`src/rtl/dmac_pkg.sv`:
```
package dmac_pkg;
  localparam int REG_AW = 6;
  localparam int CB_USED = 6;

  typedef enum logic [2:0] {ST_IDLE, ST_FETCH, ST_READ, ST_WRITE, ST_DONE} dmac_state_e;

  localparam logic [REG_AW-1:0] OFS_CS     = 6'h00;
  localparam logic [REG_AW-1:0] OFS_CB     = 6'h04;
  localparam logic [REG_AW-1:0] OFS_INFO   = 6'h08;
  localparam logic [REG_AW-1:0] OFS_SRC    = 6'h0C;
  localparam logic [REG_AW-1:0] OFS_DST    = 6'h10;
  localparam logic [REG_AW-1:0] OFS_LEN    = 6'h14;
  localparam logic [REG_AW-1:0] OFS_STRIDE = 6'h18;
  localparam logic [REG_AW-1:0] OFS_NEXT   = 6'h1C;
  localparam logic [REG_AW-1:0] OFS_DEBUG  = 6'h20;

  localparam int IB_IRQ = 0;
  localparam int IB_DINC = 4;
  localparam int IB_DPACE = 6;
  localparam int IB_SINC = 8;
  localparam int IB_SPACE = 10;
  localparam int IB_SZERO = 11;
  localparam int IB_SEL_LO = 16;

  localparam int CS_ACT = 0;
  localparam int CS_END = 1;
  localparam int CS_INT = 2;
  localparam int CS_LVL = 3;
  localparam int CS_PAUSED = 4;
  localparam int CS_HELD = 5;
  localparam int CS_ABORT = 30;
  localparam int CS_SRST = 31;

  localparam int DBG_LITE = 28;
endpackage

```
`src/rtl/dmac_pace.sv`:
```
module dmac_pace #(
  parameter int NUM_DREQ = 32,
  parameter int SEL_W = 5
) (
  input  logic [NUM_DREQ-1:0] dreq_i,
  input  logic [SEL_W-1:0]    sel_i,
  input  logic                pace_en_i,
  input  logic                want_i,
  output logic                level_o,
  output logic                ok_o,
  output logic                held_o
);
  assign level_o = dreq_i[sel_i];
  assign ok_o    = !pace_en_i || level_o;
  assign held_o  = want_i && pace_en_i && !level_o;
endmodule

```
`src/rtl/dmac_len_clamp.sv`:
```
module dmac_len_clamp #(
  parameter bit LITE = 1'b0
) (
  input  logic [31:0] raw_i,
  output logic [31:0] len_o
);
  logic [31:0] aligned;
  assign aligned = {raw_i[31:2], 2'b00};

  generate
    if (LITE) begin : g_lite
      localparam logic [31:0] MAX_LEN = 32'd65532;
      assign len_o = (aligned > MAX_LEN) ? MAX_LEN : aligned;
    end else begin : g_full
      localparam logic [31:0] MAX_LEN = 32'h4000_0000;
      assign len_o = (aligned > MAX_LEN) ? MAX_LEN : aligned;
    end
  endgenerate
endmodule

```
`src/rtl/dmac_chan.sv`:
```
module dmac_chan
  import dmac_pkg::*;
#(
  parameter int NUM_DREQ = 32,
  parameter bit LITE = 1'b0
) (
  input  logic                clk_i,
  input  logic                rst_ni,
  input  logic                reg_we_i,
  input  logic [REG_AW-1:0]   reg_addr_i,
  input  logic [31:0]         reg_wdata_i,
  output logic [31:0]         reg_rdata_o,
  output logic                mem_req_o,
  output logic                mem_we_o,
  output logic [31:0]         mem_addr_o,
  output logic [31:0]         mem_wdata_o,
  input  logic                mem_rvalid_i,
  input  logic [31:0]         mem_rdata_i,
  input  logic [NUM_DREQ-1:0] dreq_i,
  output logic                irq_o
);
  localparam int SEL_W = (NUM_DREQ > 1) ? $clog2(NUM_DREQ) : 1;
  localparam logic [31:0] LEN_MAX = LITE ? 32'd65532 : 32'h4000_0000;

  dmac_state_e state_q;
  logic [2:0]  idx_q;
  logic        active_q, end_q, int_q, busy_q, abort_q, srst_q;
  logic [31:0] cb_q, ti_q, src_q, dst_q, len_q, stride_q, nxt_q, data_q;
  logic [31:0] len_ld, src_step, dst_step;
  logic        pace_lvl, pace_ok, pace_held, pace_en, want, paused;

  assign pace_en  = (state_q == ST_WRITE) ? ti_q[IB_DPACE] : ti_q[IB_SPACE];
  assign want     = active_q && !busy_q && !srst_q &&
                    ((state_q == ST_READ && len_q != '0 && !ti_q[IB_SZERO]) ||
                     state_q == ST_WRITE);
  assign paused   = !active_q && !busy_q;
  assign src_step = ti_q[IB_SINC] ? 32'd4 : 32'd0;
  assign dst_step = ti_q[IB_DINC] ? 32'd4 : 32'd0;

  dmac_pace #(.NUM_DREQ(NUM_DREQ), .SEL_W(SEL_W)) u_pace (
    .dreq_i   (dreq_i),
    .sel_i    (ti_q[IB_SEL_LO +: SEL_W]),
    .pace_en_i(pace_en),
    .want_i   (want),
    .level_o  (pace_lvl),
    .ok_o     (pace_ok),
    .held_o   (pace_held)
  );

  dmac_len_clamp #(.LITE(LITE)) u_clamp (
    .raw_i(mem_rdata_i),
    .len_o(len_ld)
  );

  always_comb begin
    case (state_q)
      ST_FETCH: mem_addr_o = cb_q + {27'b0, idx_q, 2'b00};
      ST_READ:  mem_addr_o = src_q;
      default:  mem_addr_o = dst_q;
    endcase
  end
  assign mem_req_o   = busy_q;
  assign mem_we_o    = (state_q == ST_WRITE);
  assign mem_wdata_o = data_q;
  assign irq_o       = int_q;

  always_comb begin
    reg_rdata_o = '0;
    case (reg_addr_i)
      OFS_CS: begin
        reg_rdata_o[CS_ACT]    = active_q;
        reg_rdata_o[CS_END]    = end_q;
        reg_rdata_o[CS_INT]    = int_q;
        reg_rdata_o[CS_LVL]    = pace_lvl;
        reg_rdata_o[CS_PAUSED] = paused;
        reg_rdata_o[CS_HELD]   = pace_held;
      end
      OFS_CB:     reg_rdata_o = cb_q;
      OFS_INFO:   reg_rdata_o = ti_q;
      OFS_SRC:    reg_rdata_o = src_q;
      OFS_DST:    reg_rdata_o = dst_q;
      OFS_LEN:    reg_rdata_o = len_q;
      OFS_STRIDE: reg_rdata_o = stride_q;
      OFS_NEXT:   reg_rdata_o = nxt_q;
      OFS_DEBUG:  reg_rdata_o[DBG_LITE] = LITE;
      default:    reg_rdata_o = '0;
    endcase
  end

  always_ff @(posedge clk_i or negedge rst_ni) begin
    if (!rst_ni) begin
      state_q <= ST_IDLE; idx_q <= '0;
      active_q <= 1'b0; end_q <= 1'b0; int_q <= 1'b0;
      busy_q <= 1'b0; abort_q <= 1'b0; srst_q <= 1'b0;
      cb_q <= '0; ti_q <= '0; src_q <= '0; dst_q <= '0;
      len_q <= '0; stride_q <= '0; nxt_q <= '0; data_q <= '0;
    end else if (srst_q && !busy_q) begin
      state_q <= ST_IDLE; idx_q <= '0;
      active_q <= 1'b0; end_q <= 1'b0; int_q <= 1'b0;
      busy_q <= 1'b0; abort_q <= 1'b0; srst_q <= 1'b0;
      cb_q <= '0; ti_q <= '0; src_q <= '0; dst_q <= '0;
      len_q <= '0; stride_q <= '0; nxt_q <= '0; data_q <= '0;
    end else begin
      if (reg_we_i) begin
        case (reg_addr_i)
          OFS_CS: begin
            active_q <= reg_wdata_i[CS_ACT];
            if (reg_wdata_i[CS_END]) end_q <= 1'b0;
            if (reg_wdata_i[CS_INT]) int_q <= 1'b0;
            if (reg_wdata_i[CS_ABORT] && state_q != ST_IDLE) abort_q <= 1'b1;
            if (reg_wdata_i[CS_SRST]) srst_q <= 1'b1;
          end
          OFS_CB:   if (state_q == ST_IDLE && !active_q) cb_q <= reg_wdata_i;
          OFS_NEXT: if (paused) nxt_q <= reg_wdata_i;
          default: ;
        endcase
      end

      if (abort_q && !busy_q) begin
        // drop the current block, continue at the link
        abort_q <= 1'b0;
        if (nxt_q == '0) begin
          active_q <= 1'b0;
          state_q  <= ST_IDLE;
        end else begin
          cb_q    <= nxt_q;
          idx_q   <= '0;
          state_q <= ST_FETCH;
        end
      end else if (busy_q) begin
        if (mem_rvalid_i) begin
          busy_q <= 1'b0;
          case (state_q)
            ST_FETCH: begin
              case (idx_q)
                3'd0: ti_q <= mem_rdata_i;
                3'd1: src_q <= mem_rdata_i;
                3'd2: dst_q <= mem_rdata_i;
                3'd3: len_q <= len_ld;
                3'd4: stride_q <= mem_rdata_i;
                default: nxt_q <= mem_rdata_i;
              endcase
              if (idx_q == 3'(CB_USED - 1)) state_q <= ST_READ;
              else idx_q <= idx_q + 3'd1;
            end
            ST_READ: begin
              data_q  <= mem_rdata_i;
              src_q   <= src_q + src_step;
              state_q <= ST_WRITE;
            end
            ST_WRITE: begin
              dst_q   <= dst_q + dst_step;
              len_q   <= len_q - 32'd4;
              state_q <= ST_READ;
            end
            default: ;
          endcase
        end
      end else if (active_q && !srst_q) begin
        case (state_q)
          ST_IDLE: begin
            idx_q   <= '0;
            state_q <= ST_FETCH;
          end
          ST_FETCH: busy_q <= 1'b1;
          ST_READ: begin
            if (len_q == '0) state_q <= ST_DONE;
            else if (ti_q[IB_SZERO]) begin
              data_q  <= '0;
              state_q <= ST_WRITE;
            end else if (pace_ok) busy_q <= 1'b1;
          end
          ST_WRITE: if (pace_ok) busy_q <= 1'b1;
          ST_DONE: begin
            end_q <= 1'b1;
            if (ti_q[IB_IRQ]) int_q <= 1'b1;
            if (nxt_q == '0) begin
              active_q <= 1'b0;
              state_q  <= ST_IDLE;
            end else begin
              cb_q    <= nxt_q;
              idx_q   <= '0;
              state_q <= ST_FETCH;
            end
          end
          default: state_q <= ST_IDLE;
        endcase
      end
    end
  end


  bus_hold_chk: assert property (@(posedge clk_i) disable iff (!rst_ni)
    mem_req_o && !mem_rvalid_i |=> mem_req_o && $stable(mem_addr_o) && $stable(mem_we_o));


  pause_chk: assert property (@(posedge clk_i) disable iff (!rst_ni)
    !active_q && !mem_req_o |=> !mem_req_o);


  src_pace_chk: assert property (@(posedge clk_i) disable iff (!rst_ni)
    $rose(mem_req_o) && state_q == ST_READ && ti_q[IB_SPACE] |-> $past(pace_lvl));


  dst_pace_chk: assert property (@(posedge clk_i) disable iff (!rst_ni)
    $rose(mem_req_o) && mem_we_o && ti_q[IB_DPACE] |-> $past(pace_lvl));


  irq_end_chk: assert property (@(posedge clk_i) disable iff (!rst_ni)
    $rose(irq_o) |-> end_q);


  len_limit_chk: assert property (@(posedge clk_i) disable iff (!rst_ni)
    len_q <= LEN_MAX);
endmodule

```
`config.mk`:
```
export PLATFORM = sky130hd
export DESIGN_NAME = dmac_chan
export DESIGN_NICKNAME = d
export VERILOG_FILES = /design/src/rtl/dmac_pkg.sv /design/src/rtl/dmac_pace.sv /design/src/rtl/dmac_len_clamp.sv /design/src/rtl/dmac_chan.sv
export SDC_FILE = /design/constraint.sdc
export NUM_CORES = 1
export LEC_CHECK = 0
export BUFFER_PORTS_ARGS = -buffer_cell sky130_fd_sc_hd__buf_2
export CAP_MARGIN = 25
export CORE_UTILIZATION = 30
export CTS_BUF_LIST = sky130_fd_sc_hd__clkbuf_16
export DETAILED_ROUTE_END_ITERATION = 8
export GPL_TIMING_DRIVEN = 0
export PLACE_DENSITY = 0.49
export SETUP_SLACK_MARGIN = 0.4
export SYNTH_ARGS = -nofsm -noshare
export SYNTH_HDL_FRONTEND = slang
export SYNTH_HIERARCHICAL = 1
export SYNTH_SLANG_ARGS = --single-unit
export TNS_END_PERCENT = 30
```
`constraint.sdc`:
```
create_clock -name clk_i -period 3.85 [get_ports clk_i]
set_clock_uncertainty 0.05 [all_clocks]
set_input_delay 0.1925 -clock clk_i [delete_from_list [all_inputs] [get_ports clk_i]]
set_output_delay 0.1925 -clock clk_i [all_outputs]
set_load 0.01 [all_outputs]
```
== Word-level counts from Yosys, hierarchy flattened ==
Cells that the tools add are included.
Storage, ports and cells
  input bits: 106
  register bits: 268
  output and inout port bits: 99
  word-level logic and storage cells: 241
Cells by class
  $lt $le $gt $ge: 2
  mux-type cells: 131
  reductions and logical operators: 58
  add/sub/neg operators: 5
  equal/unequal tests: 29
Operators with widths (number)
  $mux W32: 55
  $pmux W32 S2: 4
  $pmux W22 S7: 1
  $add A32 B3 Y32: 2
  $logic_not A32 Y1: 2
  $mux W3: 18
  $pmux W6 S8: 1
  $mux W1: 45
  $add A32 B5 Y32: 1
  $gt A32 B31 Y1 const B: 1
  $reduce_bool A32 Y1: 1
  $sub A32 B3 Y32 const B: 1
  $reduce_and A5 Y1: 6
  $eq A6 B5 Y1 const B: 4
  $reduce_bool A3 Y1: 8
  $pmux W3 S7: 1
  $reduce_bool A2 Y1: 9
  $logic_and A1 B1 Y1: 13
  $eq A3 B2 Y1 const B: 4
  $eq A6 B4 Y1 const B: 2
  $ne A3 B2 Y1 const B: 4
  $pmux W3 S4: 1
  $reduce_and A6 Y1: 2
  $eq A3 B3 Y1 const B: 3
  26 further kinds: 36

== Depth between registers and ports, before layout ==
  depth in word-level cells: 12
  depth in mapped cells: 11
  gate-level depth less buffers: 9

== Modules after synthesis ==
The synthesis kept the hierarchy.
By module, submodules not included
  dmac_chan: times used 1, area an instance 16447.0 um^2, cells each 1935, seq. area each 6706.4 um^2
  dmac_pace: times used 1, area an instance 346.6 um^2, cells each 45, seq. area each 0.0 um^2
  dmac_len_clamp: times used 1, area an instance 309.0 um^2, cells each 46, seq. area each 0.0 um^2

== Worst setup path before layout ==
No wires, ideal clock.
  path type: register to register
  start: reg len_q[9]
  end: reg data_q[10] (netlist: mem_wdata_o[10])
  path buffers: 3
  stages on the path, launching flop included: 9
  setup slack: 1.083 ns
  clock period less this slack: 2.767 ns
  setup time: 0.079 ns
  required time: 3.721 ns
  data arrival time: 2.637 ns
  cell sequence: dfrtp_1 or4_4 buf_6 or3_1 or4b_1 buf_2 a31oi_4 buf_8 mux2i_1
Between the ends
  word-level cells in the longest chain between the ends: 3
RTL lines
  from (decl): line dmac_chan.sv:28  | logic [31:0] cb_q, ti_q, src_q, dst_q, len_q, stride_q, nxt_q, data_q;
  from (signal assigned): line dmac_chan.sv:139  | 3'd3: len_q <= len_ld;
  from (signal assigned): line dmac_chan.sv:153  | len_q <= len_q - 32'd4;
  $logic_not A32 Y1: line dmac_chan.sv:167  | if (len_q == '0) state_q <= ST_DONE;
  $ne A3 B3 Y1 (no source line)
  $reduce_and A6 Y1 (no source line)
  to (signal assigned): line dmac_chan.sv:147  | data_q <= mem_rdata_i;
  to (decl): line dmac_chan.sv:28
No other way between the ends.
A chain may end at the register's enable or synchronous reset.

== Worst setup path after layout ==
  start: reg state_q[2]
  end: out reg_rdata_o[5]
Between the ends
  elaborated cells on any way between the ends: 10
  those cells by class: eq/ne (2); mux (2); reduce/logical (6)
RTL lines
  from (decl): line dmac_chan.sv:25  | dmac_state_e state_q;
  from (signal assigned): line dmac_chan.sv:92  | state_q <= ST_IDLE; idx_q <= '0;
  from (signal assigned): line dmac_chan.sv:98  | state_q <= ST_IDLE; idx_q <= '0;
  from (signal assigned): line dmac_chan.sv:124  | state_q <= ST_IDLE;
  $eq A3 B2 Y1: line dmac_chan.sv:32  | assign pace_en = (state_q == ST_WRITE) ? ti_q[IB_DPACE] : ti_q[IB_SPACE];
  $mux W1: line dmac_chan.sv:32
  via pace_en: line dmac_chan.sv:30  | logic pace_lvl, pace_ok, pace_held, pace_en, want, paused;
  $logic_and A1 B1 Y1 (2 in a row): line dmac_pace.sv:15  | assign held_o = want_i && pace_en_i && !level_o;
  via pace_held: line dmac_chan.sv:30
  $pmux W6 S8: line dmac_chan.sv:69  | case (reg_addr_i)
  to (decl): line dmac_chan.sv:12  | output logic [31:0] reg_rdata_o,
The timed path passes the listed nets, and every way through them passes these cells.

==> flow_summary.yaml <==
sta:
  setup_violations: 0
  rsz0062_at_grt: "yes"
  hold_violations: 0
  max_freq_ghz: 0.275
  period_share_pct: 94.3
  min_period_ns: 3.63
  slew_headroom_pct: 21.7
  worst_slack_ns: 0.219
  worstMarginPinSlew_ns: 1.16
  whs_ns: 0.0128
  drv_slew: 0
  finalSetupTns_ns: 0
die:
  die_h_microns: 241
  start_util_pct: 30.3
  ios: 205
  row_count: 87
  die_w_microns: 241
  dieArea_sq_mm: 0.0580
  coreArea_sq_mm: 0.0564
setup_path:
  critPathLaunch: "state_q[2]$_DFFE_PN0P_"
  critPathArrivalTime_ns: 3.39
  cp_max_fo: 10
  critPathRequiredTime_ns: 3.61
  cp-end-kind: "output pin"
  crit_type: "reg -> out"
  start_kind: "flop"
  r2r-start: "mem_req_o$_DFFE_PN0N_"
clock_network:
  h-tree-depth: 2
  path_clk_slew_ns: 0.06
  cts.sink_count: 268
  cts-root-buf: "clkbuf_16"
  clkLatencyLatePin_ns: 0.58
  cts_tree: "built"
  clk_path_buf_depth: 3
  cts_made_buffers: 37
grt:
  antenna_found_initial: 5
  track_usage_pct: 34.8
  grt_pass1_wl_microns: 141000
  grt_max_degree: 102
  overflow: 0
  grt_pass1_vias: 18258
logic_synthesis:
  ys_seq_elements: 268
  synth_area_leaders: "dfrtp_1 39%, mux2i_1 6.9%, nand2_1 6.1%"
  postSynthCellCount: 2026
  yosysSeqAreaShare_pct: 39.2
  synth_area_sq_mm: 0.0171
  synth-edff-count: 0
  ys_types: 79
  syn_avg_cell_area_sq_um: 8.44
  yosys_warnings: 6
  async_flop_share_pct: 100
  synth_area_leader_cell: "dfrtp_1"
  synth_ff_type: "dfrtp_1"
  synth_top_area_share_pct: 39.2
routing:
  drt_iter0_drc: 3192
  wl_microns: 102000
  vias: 19647
  drc: 4
  wl_per_cell_microns: 32.7
  viasPerCell: 6.31
  antenna_left: 0
  firstDrtPassIters: 9
place:
  dpl_cell_area_sq_mm: 0.0192
  place.port_buffers: 204
  gp_congestion: 1.01
  place_inst: 2997
  dp_hpwl_microns: 75000
  place_ws_ns: -0.226
outcome:
  status: "complete, but fails checks"
  violations: "DRC"
final_layout:
  final_cells: 3116
  regArea_sq_mm: 0.00671
  nets: 2453
  fin_area_sq_mm: 0.0210
  multi_input_area_sq_mm: 0.00968
  fillers: 5951
  drive_gt1_share_pct: 14.8
  area_delta_synth_final_pct: 22.6
power_and_ir_drop:
  p_leak_uw: 0.00962
  p_per_area_mw_per_mm2: 669
  peakVddDrop_mv: 0.379
hold_path:
  hp-start: "mem_rdata_i[22]"
  worstHoldPathType: "in -> reg"
flow_run:
  drv_cap: 0
layout make-up:
cell class | instances | area share [%]
Multi-Input combinational cell | 1558 | 46.2
Antenna cell | 5 | 0.0597
Buffer | 182 | 3.95
Tap cell | 756 | 4.51
Clock inverter | 25 | 0.680
Timing Repair Buffer | 265 | 7.84
Inverter | 20 | 0.358
Clock buffer | 37 | 4.42
Sequential cell | 268 | 32.0
state kept, by name, indices dropped and copies added (netlist names), 3 cells and up:
name         flops
stride_q        32
mem_wdata_o     32
len_q           32
src_q           32
ti_q            32
nxt_q           32
state_q          3
cb_q            32
dst_q           32
idx_q            3
logic make-up (layout without fill, tap and decap cells):
| kind of cell | after synthesis | after routing | synth area share, % |
|---|---|---|---|
| AOI/OAI and AO/OA | 637 | 637 | 25.0 |
| xor gates and xnor gates | 25 | 25 | 1.28 |
| adders and majority gates | 15 | 15 | 1.14 |
| buffers and inverters | 202 | 529 | 5.02 |
| DFF | 268 | 268 | 39.2 |
| muxes | 120 | 120 | 7.04 |
| other | 1 | 8 | 0.0219 |
| and+or+nand+nor | 758 | 758 | 21.2 |
final timing paths:
path                                       endpoint  slack [ns]  cells after the start
setup / recovery                     reg_rdata_o[5]        0.22                     11
hold / removal             stride_q[22]$_DFFE_PN0P_        0.01                      3
setup reg to reg              src_q[28]$_DFFE_PN0P_        0.39                      7
hold reg to reg            stride_q[15]$_DFFE_PN0P_        0.44                      2
max in group asynchronous  stride_q[17]$_DFFE_PN0P_        2.50                      3
min in group asynchronous        nxt_q[2]$_DFF_PN0_        0.20                      2
what timing repair did:
item,CTS,global route
pin swaps,3,3
setup endpoints to repair,66,36
resized for setup,44,21
gates cloned,0,0
hold buffers,39,0
endpoints found under the hold margin,159,0
setup buffers,10,3
cells in the mapped netlist (14+ instances only):
cell type and n:
clkbuf_1 161, o211ai_1 14, ha_1 14, o21ai_0 44, nor3_1 49, nor2_1 139
inv_1 18, nor4_1 41, nand4_1 40, o21ai_1 144, a22oi_1 98, and2_1 43
a222oi_1 32, nand3_1 83, nand2_1 276, a31oi_1 19, dfrtp_1 268, a21oi_1 99
mux2i_1 118, a211oi_1 55, and3_1 21
power by group:
group / switching (uW) / total [uW] / internal [uW]
clock network: 1450 / 3250 / 1800
registers: 1440 / 5180 / 3740
logic: 3700 / 5600 / 1900
metal layers:
layer | routed length, microns | global-route usage [%] | share of wire [%]
met5 | 113 | 1.26 | 0.11
met4 | 6730 | 20.4 | 6.6
met3 | 12100 | 11.1 | 12
met2 | 42400 | 50.2 | 42
met1 | 40500 | 45.4 | 40
metrics by stage:
step	power, uW	utilization (%)
after global routing	14600	37.2
after CTS	13800	37.1
final	14000	37.2
after global placement	10200	33.8
after floorplan	7590	-
after detailed placement	10300	34.1
critical path, stage by stage (launching register included):
cell and delay (ns):
dfrtp_1 0.37, clkbuf_2 0.29, nand3b_1 0.32, clkbuf_2 0.35, clkbuf_4 0.32, clkbuf_4 0.32
nand2_1 0.10, nand2_1 0.18, and4_4 0.30, nand2_4 0.06, nand3_4 0.09, buf_6 0.11
cells in the final DEF, fill, tap and decap left out, types with 12 or more instances in the layout:
cell,instances
a211oi_1,55
a21oi_1,97
a222oi_1,32
a22oi_1,98
a31oi_1,19
and2_1,43
and3_1,21
buf_2,204
buf_4,21
clkbuf_1,143
clkbuf_16,37
dfrtp_1,264
dlygate4sd3_1,39
ha_1,13
inv_1,24
mux2i_1,118
nand2_1,275
nand3_1,82
nand4_1,40
nor2_1,139
nor3_1,47
nor4_1,37
o211ai_1,14
o21ai_0,44
o21ai_1,142
o22ai_1,13
o2bb2ai_1,13
xnor2_1,13
xor2_1,12
Note: power is estimated with default switching activity, not from simulation.
